<file path="src/rtl/booth_pkg.sv">
package booth_pkg;

  typedef enum logic [1:0] {
    ST_IDLE = 2'd0,
    ST_RUN  = 2'd1,
    ST_FIN  = 2'd2
  } boothState_t;

  typedef struct packed {
    logic load;
    logic step;
  } boothStrb_t;

endpackage

</file>
<file path="src/rtl/booth_ctrl.sv">
module booth_ctrl
  import booth_pkg::*;
#(
  parameter int WIDTH = 4
) (
  input  logic       clk,
  input  logic       rstN,
  input  logic       start,
  output boothStrb_t strb,
  output logic       done,
  output logic       busy
);

  localparam int CW = $clog2(WIDTH + 1);

  boothState_t state, stateNext;
  logic [CW-1:0] stepCnt, stepCntNext;

  always_comb begin
    stateNext   = state;
    stepCntNext = stepCnt;
    strb.load   = 1'b0;
    strb.step   = 1'b0;
    unique case (state)
      ST_RUN: begin
        strb.step   = 1'b1;
        stepCntNext = stepCnt - CW'(1);
        if (stepCnt == CW'(1)) stateNext = ST_FIN;
      end
      default: begin
        if (start) begin
          strb.load   = 1'b1;
          stepCntNext = CW'(WIDTH);
          stateNext   = ST_RUN;
        end else begin
          stateNext = ST_IDLE;
        end
      end
    endcase
  end

  always_ff @(posedge clk or negedge rstN) begin
    if (!rstN) begin
      state   <= ST_IDLE;
      stepCnt <= '0;
    end else begin
      state   <= stateNext;
      stepCnt <= stepCntNext;
    end
  end

  assign done = (state == ST_FIN);
  assign busy = (state == ST_RUN);


  done_pulse_chk: assert property (@(posedge clk) disable iff (!rstN)
    done |=> !done);


  done_after_run_chk: assert property (@(posedge clk) disable iff (!rstN)
    $rose(done) |-> $past(busy));


  busy_ignore_chk: assert property (@(posedge clk) disable iff (!rstN)
    (busy && start && stepCnt > CW'(1)) |=> (busy && stepCnt == $past(stepCnt) - CW'(1)));


  start_accept_chk: assert property (@(posedge clk) disable iff (!rstN)
    (start && !busy) |=> busy);

endmodule

</file>
<file path="src/rtl/booth_dp.sv">
module booth_dp
  import booth_pkg::*;
#(
  parameter int WIDTH = 4
) (
  input  logic               clk,
  input  logic               rstN,
  input  boothStrb_t         strb,
  input  logic [WIDTH-1:0]   multiplicand,
  input  logic [WIDTH-1:0]   multiplier,
  output logic [2*WIDTH-1:0] product
);

  localparam int AW = WIDTH + 1;

  logic [AW-1:0]    accA;
  logic [AW-1:0]    regM;
  logic [WIDTH-1:0] regQ;
  logic             qm1;

  logic          doSub, doAdd;
  logic [AW-1:0] addend;
  logic [AW-1:0] sum;

  assign doSub  = regQ[0] & ~qm1;
  assign doAdd  = ~regQ[0] & qm1;
  assign addend = doSub ? ~regM : (doAdd ? regM : '0);
  assign sum    = accA + addend + AW'(doSub);

  always_ff @(posedge clk or negedge rstN) begin
    if (!rstN) begin
      accA <= '0;
      regM <= '0;
      regQ <= '0;
      qm1  <= 1'b0;
    end else if (strb.load) begin
      accA <= '0;
      regM <= {multiplicand[WIDTH-1], multiplicand};
      regQ <= multiplier;
      qm1  <= 1'b0;
    end else if (strb.step) begin
      accA <= {sum[AW-1], sum[AW-1:1]};
      regQ <= {sum[0], regQ[WIDTH-1:1]};
      qm1  <= regQ[0];
    end
  end

  assign product = {accA[WIDTH-1:0], regQ};


  product_hold_chk: assert property (@(posedge clk) disable iff (!rstN)
    (!strb.load && !strb.step) |=> $stable(product));


  trail_bit_chk: assert property (@(posedge clk) disable iff (!rstN)
    strb.step |=> qm1 == $past(regQ[0]));


  noop_pair_chk: assert property (@(posedge clk) disable iff (!rstN)
    (strb.step && (regQ[0] == qm1)) |=> accA == {$past(accA[AW-1]), $past(accA[AW-1:1])});


  load_clear_chk: assert property (@(posedge clk) disable iff (!rstN)
    strb.load |=> (accA == '0 && !qm1));

endmodule

</file>
<file path="src/rtl/booth_mult.sv">
module booth_mult
  import booth_pkg::*;
#(
  parameter int WIDTH = 4
) (
  input  logic               clk,
  input  logic               rstN,
  input  logic               start,
  input  logic [WIDTH-1:0]   multiplicand,
  input  logic [WIDTH-1:0]   multiplier,
  output logic [2*WIDTH-1:0] product,
  output logic               done,
  output logic               busy
);

  boothStrb_t strb;

  booth_ctrl #(.WIDTH(WIDTH)) ctrl_i (
    .clk   (clk),
    .rstN  (rstN),
    .start (start),
    .strb  (strb),
    .done  (done),
    .busy  (busy)
  );

  booth_dp #(.WIDTH(WIDTH)) dp_i (
    .clk          (clk),
    .rstN         (rstN),
    .strb         (strb),
    .multiplicand (multiplicand),
    .multiplier   (multiplier),
    .product      (product)
  );


  reset_idle_chk: assert property (@(posedge clk) disable iff (!rstN)
    !(done && busy));

endmodule

</file>
<file path="config.mk">
export PLATFORM = sky130hd
export DESIGN_NAME = booth_mult
export DESIGN_NICKNAME = d
export VERILOG_FILES = /design/src/rtl/booth_pkg.sv /design/src/rtl/booth_ctrl.sv /design/src/rtl/booth_dp.sv /design/src/rtl/booth_mult.sv
export SDC_FILE = /design/constraint.sdc
export NUM_CORES = 1
export LEC_CHECK = 0
export ABC_AREA = 1
export BUFFER_PORTS_ARGS = -buffer_cell sky130_fd_sc_hd__buf_2
export CAP_MARGIN = 20
export CORE_MARGIN = 1
export CORE_UTILIZATION = 59
export CTS_BUF_LIST = sky130_fd_sc_hd__clkbuf_8
export CTS_CLUSTER_DIAMETER = 40
export CTS_CLUSTER_SIZE = 40
export DETAILED_ROUTE_END_ITERATION = 8
export PLACE_DENSITY = 0.88
export RECOVER_POWER = 100
export SLEW_MARGIN = 20
export SYNTH_ARGS = -nofsm -noshare
export SYNTH_HDL_FRONTEND = slang
export SYNTH_SLANG_ARGS = --single-unit
</file>
<file path="constraint.sdc">
create_clock -name clk -period 4 [get_ports clk]
set_clock_uncertainty 0.2 [all_clocks]
set_input_delay 0.6 -clock clk [delete_from_list [all_inputs] [get_ports clk]]
set_output_delay 0.6 -clock clk [all_outputs]
set_load 0.005 [all_outputs]
</file>
# Word-level counts from Yosys, hierarchy flattened
# Index checks and enable logic that the tools add are counted.
[word_totals]
reg_bits = 19
input_bits = 11
[op_classes]
n_addsub = 3
eq_ne = 4
n_mux = 16
bitwise_logic = 5
reduce_logical = 2
[op_table]
columns = ["op", "count"]
rows = [
  ["5-bit two-way mux", 4],
  ["4-bit two-way mux", 2],
  ["1-bit two-way mux", 6],
  ["3-bit two-way mux", 2],
  ["5-bit by 1-bit adder with 5-bit output", 1],
  ["5-bit adder", 1],
  ["5-bit NOT", 1],
  ["2-bit two-way mux", 2],
  ["2-bit nonzero test", 2],
  ["3-bit by 1-bit == test with 1-bit output (second input constant)", 1],
  ["3-bit by 1-bit subtractor with 3-bit output (second input constant)", 1],
  ["1-bit bitwise AND", 2],
  ["2-bit by 1-bit == test with 1-bit output (second input constant)", 1],
  ["2-bit == test (second input constant)", 1],
  ["2-bit by 1-bit != test with 1-bit output (second input constant)", 1],
  ["1-bit NOT", 2],
]

# Depth between registers and ports, before layout
# Gate-level depths: netlist (run 1).
[depth]
word_depth = 8
mapped_depth = 12
mapped_depth_nobuf = 12

# Modules after synthesis
# From an unflattened synthesis (run 1), not the netlist that was laid out.
[hier_totals]
hier_cells = 116
area_unflattened_um2 = 1017.2
[by_module_without_submodules]
columns = ["mod", "n_inst", "cells_per_inst", "area_each_um2", "seq_area_each_um2"]
rows = [
  ["booth_dp", 1, 86, 749.5, 325.3],
  ["booth_ctrl", 1, 30, 267.8, 125.1],
]

# Worst setup path before layout (run 1)
# Ideal clock, no wire load.
[synth_path]
path_type = "register -> register"
from = "reg dp_i.regQ[0]"
to = "reg dp_i.accA[1]"
setup_ns = 0.127
t_arrival_ns = 1.735
required_ns = 3.673
setup_slack_ns = 1.938
stages_incl_launch_ff = 12
path_buffers = 0
path_cell_list = "dfrtp_1 -> inv_1 -> nor2_1 -> inv_1 -> o21ai_0 -> fa_1 -> inv_1 -> fa_1 -> nor2_1 -> nor2_1 -> nand2_1 -> o21ai_0"
[synth_between]
elab_chain_len = 8
elab_cells_between_ends = 9
classes_between = "add/sub: 2; mux: 4; bitwise: 3"
[synth_rtl]
columns = ["element", "line_no", "text"]
rows = [
  ["from (decl)", "booth_dp.sv:18", "logic [WIDTH-1:0] regQ;"],
  ["from (signal assigned)", "booth_dp.sv:39", "regQ <= multiplier;"],
  ["from (signal assigned)", "booth_dp.sv:43", "regQ <= {sum[0], regQ[WIDTH-1:1]};"],
  ["1-bit NOT", "booth_dp.sv:26", "assign doAdd = ~regQ[0] & qm1;"],
  ["1-bit bitwise AND", "booth_dp.sv:26", ""],
  ["5-bit two-way mux (2 in a row)", "booth_dp.sv:27", "assign addend = doSub ? ~regM : (doAdd ? regM : '0);"],
  ["5-bit adder", "booth_dp.sv:28", "assign sum = accA + addend + AW'(doSub);"],
  ["5-bit by 1-bit adder with 5-bit output (*)", "booth_dp.sv:28", ""],
  ["5-bit two-way mux (*)", "booth_dp.sv:41", "end else if (strb.step) begin"],
  ["5-bit two-way mux (*)", "booth_dp.sv:36", "end else if (strb.load) begin"],
  ["to (signal assigned)", "booth_dp.sv:42", "accA <= {sum[AW-1], sum[AW-1:1]};"],
  ["to (decl)", "booth_dp.sv:16", "logic [AW-1:0] accA;"],
]
# Mark *: on every way between the ends. The rest lies on a longest branch, timed or not. The select of a mux whose other input is x is not followed.
# A chain may end at the register's enable or synchronous reset.

# Worst setup path in the final report (run 1)
# Ends and elaborated chain as after synthesis.

==> metrics, run 1 <==
input/output buffers=20; syn avg cell area=8.29 um^2; switching share of total power=43.8%; initial core utilization=63.3%; period utilisation layout=58.4%; mapped cell area=953 um^2; Synth Area in Compound Gates=8.14%; drt first pass iters=6; xor/xnor share of the synthesized area=0%; # clock sinks=18; drt via density=5.42; Crit path required time=3.93 ns; number of hold violations in the final report=0; Seq cells post-synth=18; total CTS buffers=3; largest family of logic cells by synthesized area=simple AND/OR/NAND/NOR gates; area share of fa/ha/maj cells after synthesis=10.8%; Synth Area in Simple Gates=25.9%; Max transition margin=36.6%; share of cells above drive strength 1=15.3%; mux share of post-synthesis cell area=0%; RSZ-0062 raised after global routing=false; row cnt=14; Setup CP Type=flop to flop; CP max FO=4; static leakage=0.589 nW; achievable clock frequency=428 MHz; Synth cell types=20; vias in the first global route=831; final slew viol count=0; Clock Path Buffers=2; register share of total power=36.2%; Crit. End Element=flop; initial DRC count=30; Seq/Total Area, Yosys=47.2%; clock power share=13.0%; Total Nets Final=157; WL final=2030 um; pwr/cell area=857 nW/um^2; final hold slack=0.278 ns; run status=finished, final reports clean; total grt overflow=0; die width=42.2 um; Post-Syn Instances=115; core area=1510 um^2; number of diodes=0; Reg clk slew, reported paths=0.06 ns; wire per inst=13.3 um; DRC=0; postcts setup bufs=0; fin crit period=2.33 ns; CTS tree=built; worst slew pin tran=0.951 ns; I/O pin cnt=21; Overall Global Routing Usage=27.7%; area delta synth->final=13.9%; setup TNS=0 ns; global-route wire length before repair=3700 um; max-cap violations=0; CP cell instances=inv_1 > nor2_1 > inv_1 > o21ai_0 > fa_1 > inv_1 > fa_1 > nor2_1 > nor2_1 > nand2_1 > o21ai_0; Worst IR Drop VDD=0.437 mV; crit-path max cell delay=0.37 ns; dpl hpwl=1420 um; Post-CTS Resized=0; GPL Wtd Cong=0.785; Die H=42.2 um; yosys warns=0; Hold Crit Class=input port to asynchronous set/reset pin; P_int=0.523 mW; Root Driver=clkbuf_8; Net Sw Power=0.408 mW; DIE AREA=1780 um^2; via count=829; H-Tree Depth=1; antenna violations before repair=0; largest net degree at the start of global routing=19; share of total power in combinational logic=50.8%; slowest CP cell=fa_1; Worst EP arrival=2.26 ns; Final setup viols=0; Antenna Nets Post-Route=0; # hold bufs at CTS=0; startpoint class of the critical path=flop; Skew-Pair Late Insertion Delay=0.25 ns; Syn Nets=133
-- power groups by stage --
stage / Clock (mW) / Combinational [mW] / Sequential (mW)
floorplan: 0 / 0.348 / 0.331
CTS: 0.124 / 0.487 / 0.337
global route: 0.130 / 0.563 / 0.347
finish: 0.121 / 0.473 / 0.336
detailed placement: 0 / 0.478 / 0.338
global placement: 0 / 0.454 / 0.332
-- logic make-up after synthesis --
group / count (synthesis)
simple gates: 58
buf+inv: 18
flops: 18
compound gates: 14
fa+ha+maj: 7
-- worst paths after layout --
kind | slack, ns | cells after the start | end | startpoint
max in group asynchronous | 2.75 | 1 | ctrl_i.stepCnt[2] | rstN
min reg2reg | 0.30 | 2 | dp_i.regM[2] | dp_i.regM[2]
min in group clk | 0.30 | 2 | dp_i.regM[2] | dp_i.regM[2]
min | 0.28 | 1 | dp_i.accA[0] | rstN
max | 1.67 | 11 | dp_i.accA[1] | dp_i.regQ[0]
max reg2reg | 1.67 | 11 | dp_i.accA[1] | dp_i.regQ[0]
-- metal layers --
metal,vias to the layer above,global-route usage (%),part of all wire (%)
met5,-,0,0
met2,36,46.8,50
met4,0,10.6,0.44
met3,2,4.74,6.0
met1,385,35.3,44
li1,406,-,-
-- through the flow --
step / setup WS, ns / power [mW] / cells / area (um^2) / util, %
2_1_floorplan: 1.94 / 0.679 / 115 / 953 / -
3_3_place_gp: 1.90 / 0.786 / 150 / 1060 / 70.5
3_5_place_dp: 1.73 / 0.815 / 150 / 1060 / 70.5
4_1_cts: 1.66 / 0.948 / 153 / 1100 / 73.3
5_1_grt: 1.44 / 1.04 / 153 / 1090 / 72.1
6_report: 1.67 / 0.930 / 153 / 1090 / 72.1
-- area by class of cell --
type / count / area, um^2
Inverter: 17 / 65.1
Tap cell: 16 / 20.0
Timing Repair Buffer: 20 / 95.1
Clock buffer: 3 / 41.3
Fill cell: 124 / 420
Sequential cell: 18 / 450
Multi-Input combinational cell: 79 / 414
-- worst max-delay path, delay by kind of cell (launching register included) --
family / cells / cell delay, ns
fa+ha+maj: 2 / 0.62
flops: 1 / 0.34
buf+inv: 3 / 0.26
simple gates: 4 / 0.48
compound gates: 2 / 0.32
-- sequential cells by signal (all words and copies together) (netlist names) --
name	flops
dp_i.accA	4
dp_i.regM	4
dp_i.regQ	4
ctrl_i.stepCnt	3
ctrl_i.state	2
dp_i.qm1	1
-- cell usage in the layout, fill, tap and decap left out --
cell / synthesis / routed
nand2_1: 38 / 39
dfrtp_1: 18 / 18
inv_1: 14 / 16
buf_2: 0 / 14
o21ai_0: 9 / 9
nand3_1: 9 / 9
nor2_1: 6 / 8
ha_1: 5 / 5
clkbuf_8: 0 / 3
clkbuf_1: 0 / 3
a21oi_1: 2 / 2
fa_1: 2 / 2
clkbuf_2: 0 / 2
o211ai_1: 1 / 1
clkinvlp_2: 0 / 1
o21ai_2: 1 / 1
nor3b_1: 1 / 1
o22ai_1: 1 / 1
nor3_1: 1 / 1
buf_1: 0 / 1
-- cells in the mapped netlist --
library cell / count / share of area, %
nand2_1: 38 / 15
dfrtp_1: 18 / 47
inv_1: 14 / 5.5
nand3_1: 9 / 4.7
o21ai_0: 9 / 4.7
nor2_1: 6 / 2.4
ha_1: 5 / 6.6
a21oi_1: 2 / 1.0
fa_1: 2 / 4.2
inv_2: 2 / 0.79
buf_6: 1 / 1.2
clkinv_2: 1 / 0.52
nand2_2: 1 / 0.66
nor2_2: 1 / 0.66
nor2_4: 1 / 1.2
nor3_1: 1 / 0.52
nor3b_1: 1 / 0.79
o211ai_1: 1 / 0.79
o21ai_2: 1 / 0.92
o22ai_1: 1 / 0.66
No activity file was read; power rests on OpenSTA's default activity.
==> inputs of run 2 (changes only) <==
--- a/config.mk
+++ b/config.mk
@@ -8,13 +8,14 @@
 export ABC_AREA = 1
 export BUFFER_PORTS_ARGS = -buffer_cell sky130_fd_sc_hd__buf_2
 export CAP_MARGIN = 20
+export CORE_ASPECT_RATIO = 1.25
 export CORE_MARGIN = 1
-export CORE_UTILIZATION = 59
+export CORE_UTILIZATION = 49
 export CTS_BUF_LIST = sky130_fd_sc_hd__clkbuf_8
 export CTS_CLUSTER_DIAMETER = 40
 export CTS_CLUSTER_SIZE = 40
 export DETAILED_ROUTE_END_ITERATION = 8
-export PLACE_DENSITY = 0.88
+export PLACE_DENSITY = 0.78
 export RECOVER_POWER = 100
 export SLEW_MARGIN = 20
 export SYNTH_ARGS = -nofsm -noshare
==> constraint.sdc (replaced) <==
create_clock -name clk -period 2.1 [get_ports clk]
set_clock_uncertainty 0.2 [all_clocks]
set_input_delay 0.315 -clock clk [delete_from_list [all_inputs] [get_ports clk]]
set_output_delay 0.315 -clock clk [all_outputs]
set_load 0.005 [all_outputs]
==> run 2 against run 1 <==
Against the previous run: clock power rose by 140%; first-iteration DRC count decreased by 50%; final cell count rose by 3.9%; via count grew 0.12%; die area up 19%; maximum frequency rose by 18%; core utilization is 8.9 points lower; critical path type unchanged; largest cell class unchanged.
==> metrics, run 2 (synthesized netlist as in run 1, its figures left out) <==
run status=finished, final reports clean; initial core utilization=53.4% (-9.9 points); period utilisation layout=94.4% (+36 points); Worst Hold Depth=3; max-cap violations=0 (unchanged); worst r2r path cells=10 (-1); number of hold violations in the final report=0 (unchanged); RSZ-0062 raised after global routing=false; Crit. End Element=flop; I/O pin cnt=21 (unchanged); pwr/cell area=1630 nW/um^2 (+90%); # clock sinks=18 (unchanged); Worst EP arrival=1.92 ns (-0.34 ns); Largest regs=dp_i.accA: 4 flops, dp_i.regM: 4 flops, dp_i.regQ: 4 flops; area delta synth->final=18.4%; DIE AREA=2130 um^2 (+19%); Final setup viols=0 (unchanged); commonest non-fill, non-tap cells in the layout=nand2_1 (39), dfrtp_1 (18), buf_2 (15); Root Driver=clkbuf_8; Worst IR Drop VDD=0.703 mV (+61%); row cnt=17 (+3); drt first pass iters=4 (-2); dpl hpwl=1400 um (-1.2%); vias in the first global route=836 (+0.60%); Max transition margin=35.4% (-1.2 points); via count=830 (+0.12%); die width=41.5 um (-1.8%); core area=1790 um^2 (+19%); Hold Crit Class=input port to flop; antenna violations before repair=0 (unchanged); drt via density=5.22 (-3.7%); startpoint class of the critical path=flop; fin crit period=1.98 ns (-0.352 ns); input/output buffers=20 (unchanged); Setup CP Type=flop to flop; number of diodes=0 (unchanged); global-route wire length before repair=3380 um (-8.6%); GPL Wtd Cong=0.806 (+2.7%); CTS tree=built; wire per inst=12.0 um (-9.3%); final slew viol count=0 (unchanged); static leakage=0.603 nW (+2.2%); Skew-Pair Late Insertion Delay=0.26 ns (about the same); Crit path required time=2.04 ns (-1.89 ns); Reg clk slew, reported paths=0.07 ns (about the same); worst slew pin tran=0.969 ns (+0.0178 ns); fillers=156 (+26%); total grt overflow=0 (unchanged); total CTS buffers=3 (unchanged); Overall Global Routing Usage=21.7% (-6.0 points); Die H=51.3 um (+22%); achievable clock frequency=505 MHz (+18%); CP max FO=3 (-1); final hold slack=0.0564 ns (-0.221 ns); largest net degree at the start of global routing=19 (unchanged); cell total after placement=154 (+2.7%); commonest non-fill, non-tap cell in the layout=nand2_1; DRC=0 (unchanged); Total Nets Final=159 (+1.3%); post-place instance area=1070 um^2 (+1.1%); Antenna Nets Post-Route=0 (unchanged); Clock Path Buffers=2 (unchanged); WL final=1910 um (-5.7%); H-Tree Depth=1 (unchanged); share of cells above drive strength 1=20.0% (+4.7 points); setup TNS=0 ns (unchanged); post-route insts no fill=159 (+3.9%); post-route cell area=1130 um^2 (+3.9%); initial DRC count=15 (-50%)
run 2: power breakdown:
group,internal (mW),leakage [nW],switching [mW]
registers,0.522,0.221,0.118
clock network,0.167,0.0288,0.122
logic,0.366,0.353,0.544
total,1.05,0.603,0.783
run 2: layout make-up:
class                   instances  area, um^2  area share (%)
well taps                      19        23.8            2.11
repair buffers                 22         113            9.98
inverters                      17        65.1            5.76
multi-input cells              79         422            37.4
flip-flops and latches         18         450            39.9
clock buffers                   4        55.1            4.88
run 2: final timing paths:
path                                   start                end  slack (ns)
setup reg to reg                    dp_i.qm1       dp_i.accA[1]        0.12
hold / removal               multiplicand[2]       dp_i.regM[2]        0.06
max in group asynchronous               rstN  ctrl_i.stepCnt[2]        0.58
setup / recovery                    dp_i.qm1       dp_i.accA[1]        0.12
hold reg to reg            ctrl_i.stepCnt[2]    ctrl_i.state[1]        0.28
min in group asynchronous               rstN           dp_i.qm1        0.53
run 2: metal layers:
metal  GRT usage (%)  share of wire, %  routed length (um)  up-vias
met2            37.0                48                 921       21
li1                -                 -                   -      410
met1            23.1                45                 857      392
met5               0                 0                   0        -
met4            16.7               3.1                  60        0
met3            4.95               3.9                  75        7
run 2: timing repair:
item / in CTS / in global routing
gates resized for setup: 1 / 5
hold buffers: 1 / 0
hold endpoints to repair: 18 / 0
setup endpoints to repair: 1 / 4
buffers inserted: 0 / 0
run 2: critical path, cell delays in order (launching register included):
cell	delay, ns
dfrtp_1	0.39
nor2_1	0.14
inv_1	0.08
o21ai_1	0.15
fa_2	0.22
inv_1	0.05
fa_2	0.33
nor2_1	0.11
nor2_1	0.06
nand2_1	0.06
o21ai_0	0.08
run 2: per-stage QoR:
| stage | setup slack, ns | util, % | power [mW] |
|---|---|---|---|
| 6_report | 0.118 | 63.2 | 1.84 |
| 4_1_cts | 0.0347 | 63.7 | 1.86 |
| 3_3_place_gp | 0.101 | 60.1 | 1.52 |
| 5_1_grt | 0.000808 | 63.2 | 2.04 |
| 3_5_place_dp | 0.0193 | 60.1 | 1.57 |
| 2_1_floorplan | 0.0385 | - | 1.29 |
